$ cat config.mk
export PLATFORM = sky130hd
export DESIGN_NAME = busrec_seq
export DESIGN_NICKNAME = d
export VERILOG_FILES = /design/src/rtl/busrec_pkg.sv /design/src/rtl/busrec_sync.sv /design/src/rtl/busrec_phase_timer.sv /design/src/rtl/busrec_pulse_ctr.sv /design/src/rtl/busrec_seq.sv
export SDC_FILE = /design/constraint.sdc
export NUM_CORES = 1
export LEC_CHECK = 0
export ABC_AREA = 1
export BUFFER_PORTS_ARGS = -buffer_cell sky130_fd_sc_hd__buf_2
export CORE_MARGIN = 3
export CORE_UTILIZATION = 56
export DETAILED_ROUTE_END_ITERATION = 8
export GPL_TIMING_DRIVEN = 0
export PLACE_DENSITY = 0.87
export REMOVE_ABC_BUFFERS = 1
export SKIP_CTS_REPAIR_TIMING = 1
export SLEW_MARGIN = 0
export SYNTH_ARGS = -nofsm -noshare
export SYNTH_HDL_FRONTEND = slang
export SYNTH_SLANG_ARGS = --single-unit
export TNS_END_PERCENT = 5
$ cat constraint.sdc
create_clock -name clk -period 1.6 [get_ports clk]
set_input_delay 0.16 -clock clk [delete_from_list [all_inputs] [get_ports clk]]
set_output_delay 0.16 -clock clk [all_outputs]
set_load 0.02 [all_outputs]
$ cat src/rtl/busrec_pkg.sv
package busrec_pkg;

   typedef enum logic [2:0] {
      ST_IDLE       = 3'd0,
      ST_CLK_LOW    = 3'd1,
      ST_CLK_HIGH   = 3'd2,
      ST_START      = 3'd3,
      ST_STOP_LOW   = 3'd4,
      ST_STOP_SETUP = 3'd5
   } rec_state_t;

   function automatic logic pulls_scl(input rec_state_t s);
      return (s == ST_CLK_LOW) || (s == ST_STOP_LOW);
   endfunction

   function automatic logic pulls_sda(input rec_state_t s);
      return (s == ST_START) || (s == ST_STOP_LOW) || (s == ST_STOP_SETUP);
   endfunction

endpackage

$ cat src/rtl/busrec_sync.sv
module busrec_sync #(
   parameter int STAGES = 2
) (
   input  logic clk,
   input  logic rst_n,
   input  logic d,
   output logic q
);

   generate
      if (STAGES == 0) begin : g_direct
         assign q = d;
      end else begin : g_chain
         logic [STAGES-1:0] chain_q;
         always_ff @(posedge clk or negedge rst_n) begin
            if (!rst_n) begin
               chain_q <= '1;
            end else begin
               chain_q[0] <= d;
               for (int i = 1; i < STAGES; i++) begin
                  chain_q[i] <= chain_q[i-1];
               end
            end
         end
         assign q = chain_q[STAGES-1];
      end
   endgenerate

endmodule

$ cat src/rtl/busrec_phase_timer.sv
module busrec_phase_timer #(
   parameter int HALF_CLKS = 250
) (
   input  logic clk,
   input  logic rst_n,
   input  logic run,
   output logic tick
);

   localparam int TW = (HALF_CLKS > 1) ? $clog2(HALF_CLKS) : 1;
   localparam logic [TW-1:0] LAST = TW'(HALF_CLKS - 1);

   logic [TW-1:0] cnt_q;

   assign tick = run && (cnt_q == LAST);

   always_ff @(posedge clk or negedge rst_n) begin
      if (!rst_n) begin
         cnt_q <= '0;
      end else if (!run || tick) begin
         cnt_q <= '0;
      end else begin
         cnt_q <= cnt_q + TW'(1);
      end
   end

   assert_timer_range_R2: assert property (@(posedge clk) disable iff (!rst_n)
      cnt_q <= LAST);

   assert_timer_idle_R2: assert property (@(posedge clk) disable iff (!rst_n)
      !run |=> (cnt_q == '0));

endmodule

$ cat src/rtl/busrec_pulse_ctr.sv
module busrec_pulse_ctr #(
   parameter int MAX_PULSES = 9
) (
   input  logic clk,
   input  logic rst_n,
   input  logic clear,
   input  logic inc,
   output logic at_limit
);

   localparam int CW = $clog2(MAX_PULSES + 1);
   localparam logic [CW-1:0] LIMIT = CW'(MAX_PULSES);

   logic [CW-1:0] cnt_q;

   assign at_limit = (cnt_q == LIMIT);

   always_ff @(posedge clk or negedge rst_n) begin
      if (!rst_n) begin
         cnt_q <= '0;
      end else if (clear) begin
         cnt_q <= '0;
      end else if (inc) begin
         cnt_q <= cnt_q + CW'(1);
      end
   end

   assert_pulse_bound_R3: assert property (@(posedge clk) disable iff (!rst_n)
      cnt_q <= LIMIT);

   assert_no_inc_at_limit_R3: assert property (@(posedge clk) disable iff (!rst_n)
      (at_limit && !clear) |-> !inc);

endmodule

$ cat src/rtl/busrec_seq.sv
module busrec_seq
   import busrec_pkg::*;
#(
   parameter int HALF_CLKS   = 250,
   parameter int MAX_PULSES  = 9,
   parameter int SYNC_STAGES = 2
) (
   input  logic clk,
   input  logic rst_n,
   input  logic recover_req,
   input  logic sda_in,
   output logic scl_drive_low,
   output logic sda_drive_low,
   output logic done,
   output logic fail
);

   generate
      if (HALF_CLKS < SYNC_STAGES + 1) begin : g_bad_half
         $error("HALF_CLKS must exceed SYNC_STAGES so the sample sees a settled line");
      end
      if (MAX_PULSES < 1) begin : g_bad_max
         $error("MAX_PULSES must be at least 1");
      end
      if (SYNC_STAGES < 0) begin : g_bad_sync
         $error("SYNC_STAGES must not be negative");
      end
   endgenerate

   rec_state_t st_q, st_d;
   logic       tick;
   logic       sda_s;
   logic       at_limit;
   logic       cnt_clear, cnt_inc;
   logic       done_d, fail_d;

   busrec_sync #(.STAGES(SYNC_STAGES)) u_sync (
      .clk   (clk),
      .rst_n (rst_n),
      .d     (sda_in),
      .q     (sda_s)
   );

   busrec_phase_timer #(.HALF_CLKS(HALF_CLKS)) u_timer (
      .clk   (clk),
      .rst_n (rst_n),
      .run   (st_q != ST_IDLE),
      .tick  (tick)
   );

   busrec_pulse_ctr #(.MAX_PULSES(MAX_PULSES)) u_pulses (
      .clk      (clk),
      .rst_n    (rst_n),
      .clear    (cnt_clear),
      .inc      (cnt_inc),
      .at_limit (at_limit)
   );

   always_comb begin
      st_d      = st_q;
      cnt_clear = 1'b0;
      cnt_inc   = 1'b0;
      done_d    = 1'b0;
      fail_d    = 1'b0;
      unique case (st_q)
         ST_IDLE: begin
            if (recover_req) begin
               st_d      = ST_CLK_LOW;
               cnt_clear = 1'b1;
            end
         end
         ST_CLK_LOW: begin
            if (tick) begin
               st_d    = ST_CLK_HIGH;
               cnt_inc = 1'b1;
            end
         end
         ST_CLK_HIGH: begin
            if (tick) begin
               if (sda_s) begin
                  st_d = ST_START;
               end else if (at_limit) begin
                  st_d   = ST_IDLE;
                  fail_d = 1'b1;
               end else begin
                  st_d = ST_CLK_LOW;
               end
            end
         end
         ST_START: begin
            if (tick) st_d = ST_STOP_LOW;
         end
         ST_STOP_LOW: begin
            if (tick) st_d = ST_STOP_SETUP;
         end
         ST_STOP_SETUP: begin
            if (tick) begin
               st_d   = ST_IDLE;
               done_d = 1'b1;
            end
         end
         default: st_d = ST_IDLE;
      endcase
   end

   always_ff @(posedge clk or negedge rst_n) begin
      if (!rst_n) begin
         st_q <= ST_IDLE;
         done <= 1'b0;
         fail <= 1'b0;
      end else begin
         st_q <= st_d;
         done <= done_d;
         fail <= fail_d;
      end
   end

   assign scl_drive_low = pulls_scl(st_q);
   assign sda_drive_low = pulls_sda(st_q);

   assert_phase_hold_R2: assert property (@(posedge clk) disable iff (!rst_n)
      (st_q != ST_IDLE && !tick) |=> (st_q == $past(st_q)));

   assert_start_scl_high_R4: assert property (@(posedge clk) disable iff (!rst_n)
      $rose(sda_drive_low) |-> !scl_drive_low);

   assert_stop_with_done_R5: assert property (@(posedge clk) disable iff (!rst_n)
      $fell(sda_drive_low) |-> (!scl_drive_low && done));

   assert_done_single_R5: assert property (@(posedge clk) disable iff (!rst_n)
      done |=> !done);

   assert_fail_released_R6: assert property (@(posedge clk) disable iff (!rst_n)
      fail |-> (!scl_drive_low && !sda_drive_low && !done));

   assert_fail_single_R6: assert property (@(posedge clk) disable iff (!rst_n)
      fail |=> !fail);

   assert_busy_ignores_req_R7: assert property (@(posedge clk) disable iff (!rst_n)
      (st_q == ST_START && recover_req) |=> (st_q != ST_CLK_LOW));

endmodule

### Word-level counts from Yosys, hierarchy flattened

Index checks and enable logic that the tools add are counted.

* register bits: 19
* latch bits: 0
* bits in writable memories: 0
* ROM bits: 0
* input bits: 4
* output and inout port bits: 4
* word-level logic and storage cells: 52
* memories: 0

* add/subtract/negate cells: 2
* multiply operators: 0
* div/mod/pow operators: 0
* magnitude comparators: 0
* eq/ne operators: 13
* shifts and indexed selects: 0
* multiplexer cells: 21
* bitwise operators: 0
* reduce and logical (&&, ||, !) cells: 10

Operators by type and width (count)
* $mux W3: 6
* $pmux W3 S6: 1
* $mux W1: 10
* $ne A2 B1 Y1 const B: 5
* $add A8 B1 Y8 const B: 1
* $eq A8 B8 Y1 const B: 1
* $mux W4: 2
* $mux W8: 1
* $eq A3 B2 Y1 const B: 2
* $eq A3 B3 Y1 const B: 2
* $reduce_and A6 Y1: 1
* $add A4 B1 Y4 const B: 1
* $eq A4 B4 Y1 const B: 1
* $logic_or A1 B1 Y1: 4
* $eq A3 B1 Y1 const B: 1
* $logic_not A3 Y1: 1
* $reduce_bool A3 Y1: 1
* $mux W2: 1
* $ne A2 B2 Y1 const B: 1
* $reduce_bool A2 Y1: 1
* $logic_and A1 B1 Y1: 1
* $logic_not A1 Y1: 1

### Depth between registers and ports, before layout

* word-level depth: 6
* depth in mapped cells: 9
* gate-level depth less buffers: 9

### By module

Synthesis repeated with hierarchy kept, for this count alone.

* cell total of the unflattened synthesis: 124
* area, all modules: 1038.5 um2

By module, submodules not included
* busrec_phase_timer: times used 1, cells each 51, area each 426.7 um2, sequential area each 200.2 um2
* busrec_seq: times used 1, cells each 44, area each 334.1 um2, sequential area each 125.1 um2
* busrec_pulse_ctr: times used 1, cells each 27, area each 225.2 um2, sequential area each 100.1 um2
* busrec_sync: times used 1, cells each 2, area each 52.6 um2, sequential area each 52.6 um2

### Least setup slack after synthesis

Ideal clock, no wire load.

* path kind: register -> register
* from: register u_timer.cnt_q[1]
* to: register st_q[2]
* setup time: 0.117 ns
* arrival time: 1.134 ns
* required time: 1.483 ns
* path slack: 0.349 ns
* cell stages (with the launch flop): 10
* buffers on the path: 0
* period minus slack after synthesis: 1.251 ns
* cells stage by stage: dfrtp_1 -> inv_1 -> ha_1 -> nand2_1 -> nor2_2 -> nand2_1 -> nand3_1 -> nand2_2 -> nand2_1 -> nand2_1

* cells in the longest elaborated chain, start to end: 4
* elaborated cells on any way between the ends: 8
* classes of those cells: eq/ne (6); reduce/logical (2)

RTL lines
* start: declaration: line busrec_phase_timer.sv:13 `logic [TW-1:0] cnt_q;`
* start signal: assignment: line busrec_phase_timer.sv:23 `cnt_q <= cnt_q + TW'(1);`
* $eq A8 B8 Y1 (*): line busrec_phase_timer.sv:15 `assign tick = run && (cnt_q == LAST);`
* $logic_and A1 B1 Y1 (*): line busrec_phase_timer.sv:15
* $ne A2 B1 Y1 (no source line)
* $reduce_and A6 Y1 (no source line) (*)
* end signal: assignment: line busrec_seq.sv:112 `st_q <= st_d;`
* end: declaration: line busrec_seq.sv:30 `rec_state_t st_q, st_d;`

Every way passes the cells marked *; elsewhere a longest branch is shown, timed or not.
A chain may end at the register's enable or synchronous reset.

### Worst setup path in the final report

* from: register st_q[0]
* to: output port scl_drive_low

* cells in the longest elaborated chain, start to end: 2
* elaborated cells on any way between the ends: 3
* classes of those cells: eq/ne (2); reduce/logical (1)

RTL lines
* $eq A3 B1 Y1 or $eq A3 B3 Y1 (tied branches): line busrec_pkg.sv:13 `return (s == ST_CLK_LOW) || (s == ST_STOP_LOW);`
* $logic_or A1 B1 Y1 (*): line busrec_pkg.sv:13
* end: declaration: line busrec_seq.sv:12 `output logic scl_drive_low,`

Marked as above.

==> impl_metrics.prom <==
# TYPE chip_impl_metric gauge
chip_impl_metric{name="drt-pass1-iter-count",unit=""} 5
chip_impl_metric{name="inserted_diodes",unit=""} 0
chip_impl_metric{name="design.final.nets",unit=""} 140
chip_impl_metric{name="synth_area",unit="sq um"} 967.2
chip_impl_metric{name="design.portCount",unit=""} 8
chip_impl_metric{name="largest_net_degree_at_the_start_of_global_routing",unit=""} 20
chip_impl_metric{name="fmaxAchievable",unit="MHz"} 664.9
chip_impl_metric{name="period_minus_slack",unit="ns"} 1.504
chip_impl_metric{name="tightestPinTransition",unit="ns"} 0.4084
chip_impl_info{name="critical_path.cell_chain",value="nor2_2, nand2_1, nand2_1, buf_2"} 1
chip_impl_metric{name="ir_drop",unit="uV"} 762.4
chip_impl_metric{name="grt_usage",unit="%"} 17.45
chip_impl_metric{name="power.share.clock",unit="%"} 15.3
chip_impl_metric{name="ys_seq_elements",unit=""} 19
chip_impl_metric{name="ys_seq_area_share",unit="%"} 49.42
chip_impl_metric{name="finalSetupTns",unit="ns"} 0
chip_impl_metric{name="preCtsSetupSlack",unit="ns"} 0.2202
chip_impl_metric{name="initial_core_util",unit="%"} 62.04
chip_impl_metric{name="hold_viol",unit=""} 0
chip_impl_metric{name="dieWidth",unit="microns"} 47.56
chip_impl_metric{name="synthToLayoutAreaGrowth",unit="%"} 11.64
chip_impl_metric{name="number_of_cell_rows",unit=""} 14
chip_impl_metric{name="vias",unit=""} 768
chip_impl_info{name="setup.worst_path.class",value="register to output port"} 1
chip_impl_metric{name="power.share.switching",unit="%"} 41.76
chip_impl_metric{name="layout-drive-gt1-share",unit="%"} 16.79
chip_impl_metric{name="globalRoute.totalOverflow",unit=""} 0
chip_impl_metric{name="pwr-share-comb",unit="%"} 39.6
chip_impl_metric{name="synthesis.yosys.warnings",unit=""} 0
chip_impl_info{name="tritoncts",value="yes"} 1
chip_impl_metric{name="cell_internal_power",unit="mW"} 0.9011
chip_impl_metric{name="critPathRequiredTime",unit="ns"} 1.44
chip_impl_info{name="synth.top_cells.by_area",value="dfrtp_1, nand2_1, nand3_1"} 1
chip_impl_metric{name="yosys.cell_types.count",unit=""} 20
chip_impl_info{name="yosys.area.top_type",value="dfrtp_1"} 1
chip_impl_metric{name="routabilityCongestion",unit=""} 0.7562
chip_impl_metric{name="net-switching-power",unit="mW"} 0.6461
chip_impl_metric{name="critical_path.max_stage_delay",unit="ns"} 0.47
chip_impl_info{name="mostFrequentLayoutCells",value="nand2_1, nand3_1, dfrtp_1"} 1
chip_impl_metric{name="layout.core_utilization",unit="%"} 69.26
chip_impl_metric{name="via_per_inst",unit=""} 5.224
chip_impl_metric{name="design.die.area",unit="sq mm"} 0.002262
chip_impl_metric{name="antenna_violations_before_repair",unit=""} 0
chip_impl_info{name="cpMostUsedCell",value="nand2_1"} 1
chip_impl_metric{name="post-route-period-util",unit="%"} 94.00
chip_impl_info{name="layout.cells.most_common",value="nand2_1"} 1
chip_impl_metric{name="fin_worst_skew",unit="ns"} 0.004336
chip_impl_info{name="slowest_stage",value="dfrtp_1"} 1
chip_impl_metric{name="drt-total-wl",unit="microns"} 1734
chip_impl_metric{name="worst-path-buf-inv",unit=""} 1
chip_impl_metric{name="routed_wire_length_per_instance",unit="microns"} 11.80
chip_impl_metric{name="max_cap_violations",unit=""} 0
chip_impl_metric{name="post_synth_inst_count",unit=""} 117
chip_impl_metric{name="power.leakage",unit="nW"} 0.5587
chip_impl_metric{name="cts.clk_slew.worst_paths",unit="ns"} 0.10
chip_impl_info{name="outcome",value="finished, final reports clean"} 1
chip_impl_metric{name="pwr_density_cell",unit="mW/mm^2"} 1433
chip_impl_info{name="min-delay-path-class",value="input pin to register"} 1
chip_impl_metric{name="timing.max_slew.rel_slack",unit="%"} 72.77
chip_impl_metric{name="cts_inserted_buffers",unit=""} 3
chip_impl_metric{name="sequential_cell_area",unit="sq um"} 479.2
chip_impl_info{name="cts_root_buf",value="clkbuf_4"} 1
chip_impl_metric{name="postRouteAntennaNets",unit=""} 0
chip_impl_metric{name="die_h",unit="microns"} 47.56
chip_impl_metric{name="slew_viol_final",unit=""} 0
chip_impl_metric{name="finish_stage_setup_viols",unit=""} 0
chip_impl_metric{name="drc",unit=""} 0
chip_impl_info{name="cpLargestDelayFamily",value="flip-flops"} 1
chip_impl_metric{name="global_route_wire_length_before_repair",unit="microns"} 2801
chip_impl_metric{name="place_hpwl",unit="microns"} 1300
chip_impl_metric{name="seq_power_share",unit="%"} 45.1
chip_impl_metric{name="p_total",unit="mW"} 1.547
chip_impl_metric{name="cts_num_sinks",unit=""} 19
chip_impl_metric{name="htreeDepth",unit=""} 1
chip_impl_metric{name="first_global_vias",unit=""} 686
chip_impl_metric{name="worstPathArrival",unit="ns"} 1.34
chip_impl_metric{name="multi_input_comb_area",unit="sq um"} 439.2
chip_impl_info{name="setup.worst_path.end_class",value="output port"} 1
chip_impl_metric{name="max-clock-path-buffers",unit=""} 2
chip_impl_metric{name="crit_fanout",unit=""} 6
chip_impl_info{name="setup_repair_after_global_routing_missed_its_margin",value="false"} 1
chip_impl_metric{name="synthesis.area_per_instance",unit="sq um"} 8.266
chip_impl_metric{name="clk-insertion-delay-late",unit="ns"} 0.29
chip_impl_metric{name="place.port_buffers",unit=""} 7
chip_impl_metric{name="drt_first_iter_violations",unit=""} 29
chip_impl_metric{name="core-area",unit="sq mm"} 0.001559
chip_impl_metric{name="layout_setup_ws",unit="ns"} 0.09602
chip_impl_metric{name="post-synth-top-area-fraction",unit="%"} 43.98
chip_impl_info{name="critical_path.startpoint_type",value="register"} 1
chip_impl_metric{name="filler_cell_count",unit=""} 120
==> worst reg2reg max path, cell delays in order, from the launching register on <==
cell and delay (ns):
dfrtp_1 0.41, inv_1 0.06, ha_1 0.13, nand2_1 0.05, nor2_2 0.14, nand2_1 0.14, nand3_1 0.17, nand2_2 0.08
nand2_1 0.06, nand2_1 0.06
==> cells by family (layout without fill, tap and decap cells) <==
kind of cell	Yosys count	after routing	share of synthesized area, %
xor gates and xnor gates	3	3	2.717
and+or+nand+nor	73	73	35.19
buffers and inverters	14	28	5.433
adders and majority gates	4	4	5.175
AOI/OAI and AO/OA	4	4	2.069
DFF	19	19	49.42
==> per-layer routing <==
metal,routed length (microns),track usage [%],share of wire [%],up-vias
li1,-,-,-,400
met1,816,22.84,47,348
met2,825,28.61,48,16
met3,66,3.383,3.8,4
met4,26,6.452,1.5,0
met5,0,0,0,-
==> registers in the layout, summed over array words and instances (netlist names) <==
name	cells
st_q	3
u_pulses.cnt_q	4
fail	1
done	1
u_sync.g_chain.chain_q	2
u_timer.cnt_q	8
==> cell usage after synthesis, drive strengths merged <==
cell	count
nand3	18
nand3b	1
nor2	12
xor2	2
nand2	34
o21ai	1
or2	1
dfstp	2
xnor2	1
nor3b	3
nor3	3
inv	14
a21oi	3
dfrtp	17
nand4	1
ha	4
==> worst paths after layout <==
kind	to	slack (ns)	depth (start not counted)	start
setup / recovery	scl_drive_low	0.1	4	st_q[0]
hold / removal	st_q[0]	0.25	4	recover_req
setup reg to reg	st_q[1]	0.20	9	u_timer.cnt_q[1]
hold reg to reg	u_sync.g_chain.chain_q[1]	0.36	0	u_sync.g_chain.chain_q[0]
max in group asynchronous	u_sync.g_chain.chain_q[1]	0.95	2	rst_n
min in group asynchronous	u_timer.cnt_q[7]	0.33	2	rst_n
==> stage by stage <==
step / cell area (sq um) / cells / hold WS, ns
4_1_cts: 1049 / 144 / -0.2125
3_3_place_gp: 1022 / 140 / 0.1072
2_1_floorplan: 967.2 / 117 / -0.1356
5_1_grt: 1080 / 147 / 0.2637
3_5_place_dp: 1022 / 140 / 0.1108
6_report: 1080 / 147 / 0.2489
==> power groups by stage <==
| stage | Sequential, mW | Clock (mW) | Combinational, mW |
|---|---|---|---|
| after floorplan | 0.674 | 0 | 0.458 |
| after global placement | 0.695 | 0 | 0.557 |
| after detailed placement | 0.705 | 0 | 0.581 |
| after CTS | 0.695 | 0.243 | 0.588 |
| after global routing | 0.709 | 0.269 | 0.699 |
| final | 0.698 | 0.236 | 0.613 |
==> final cells by class <==
cell class	instances	share of cell area, %
flip-flops and latches	19	44.38
well taps	16	1.854
inverters	14	4.867
multi-input cells	84	40.67
repair buffers	10	5.794
clock buffers	4	2.433
No activity file was read; power rests on OpenSTA's default activity.
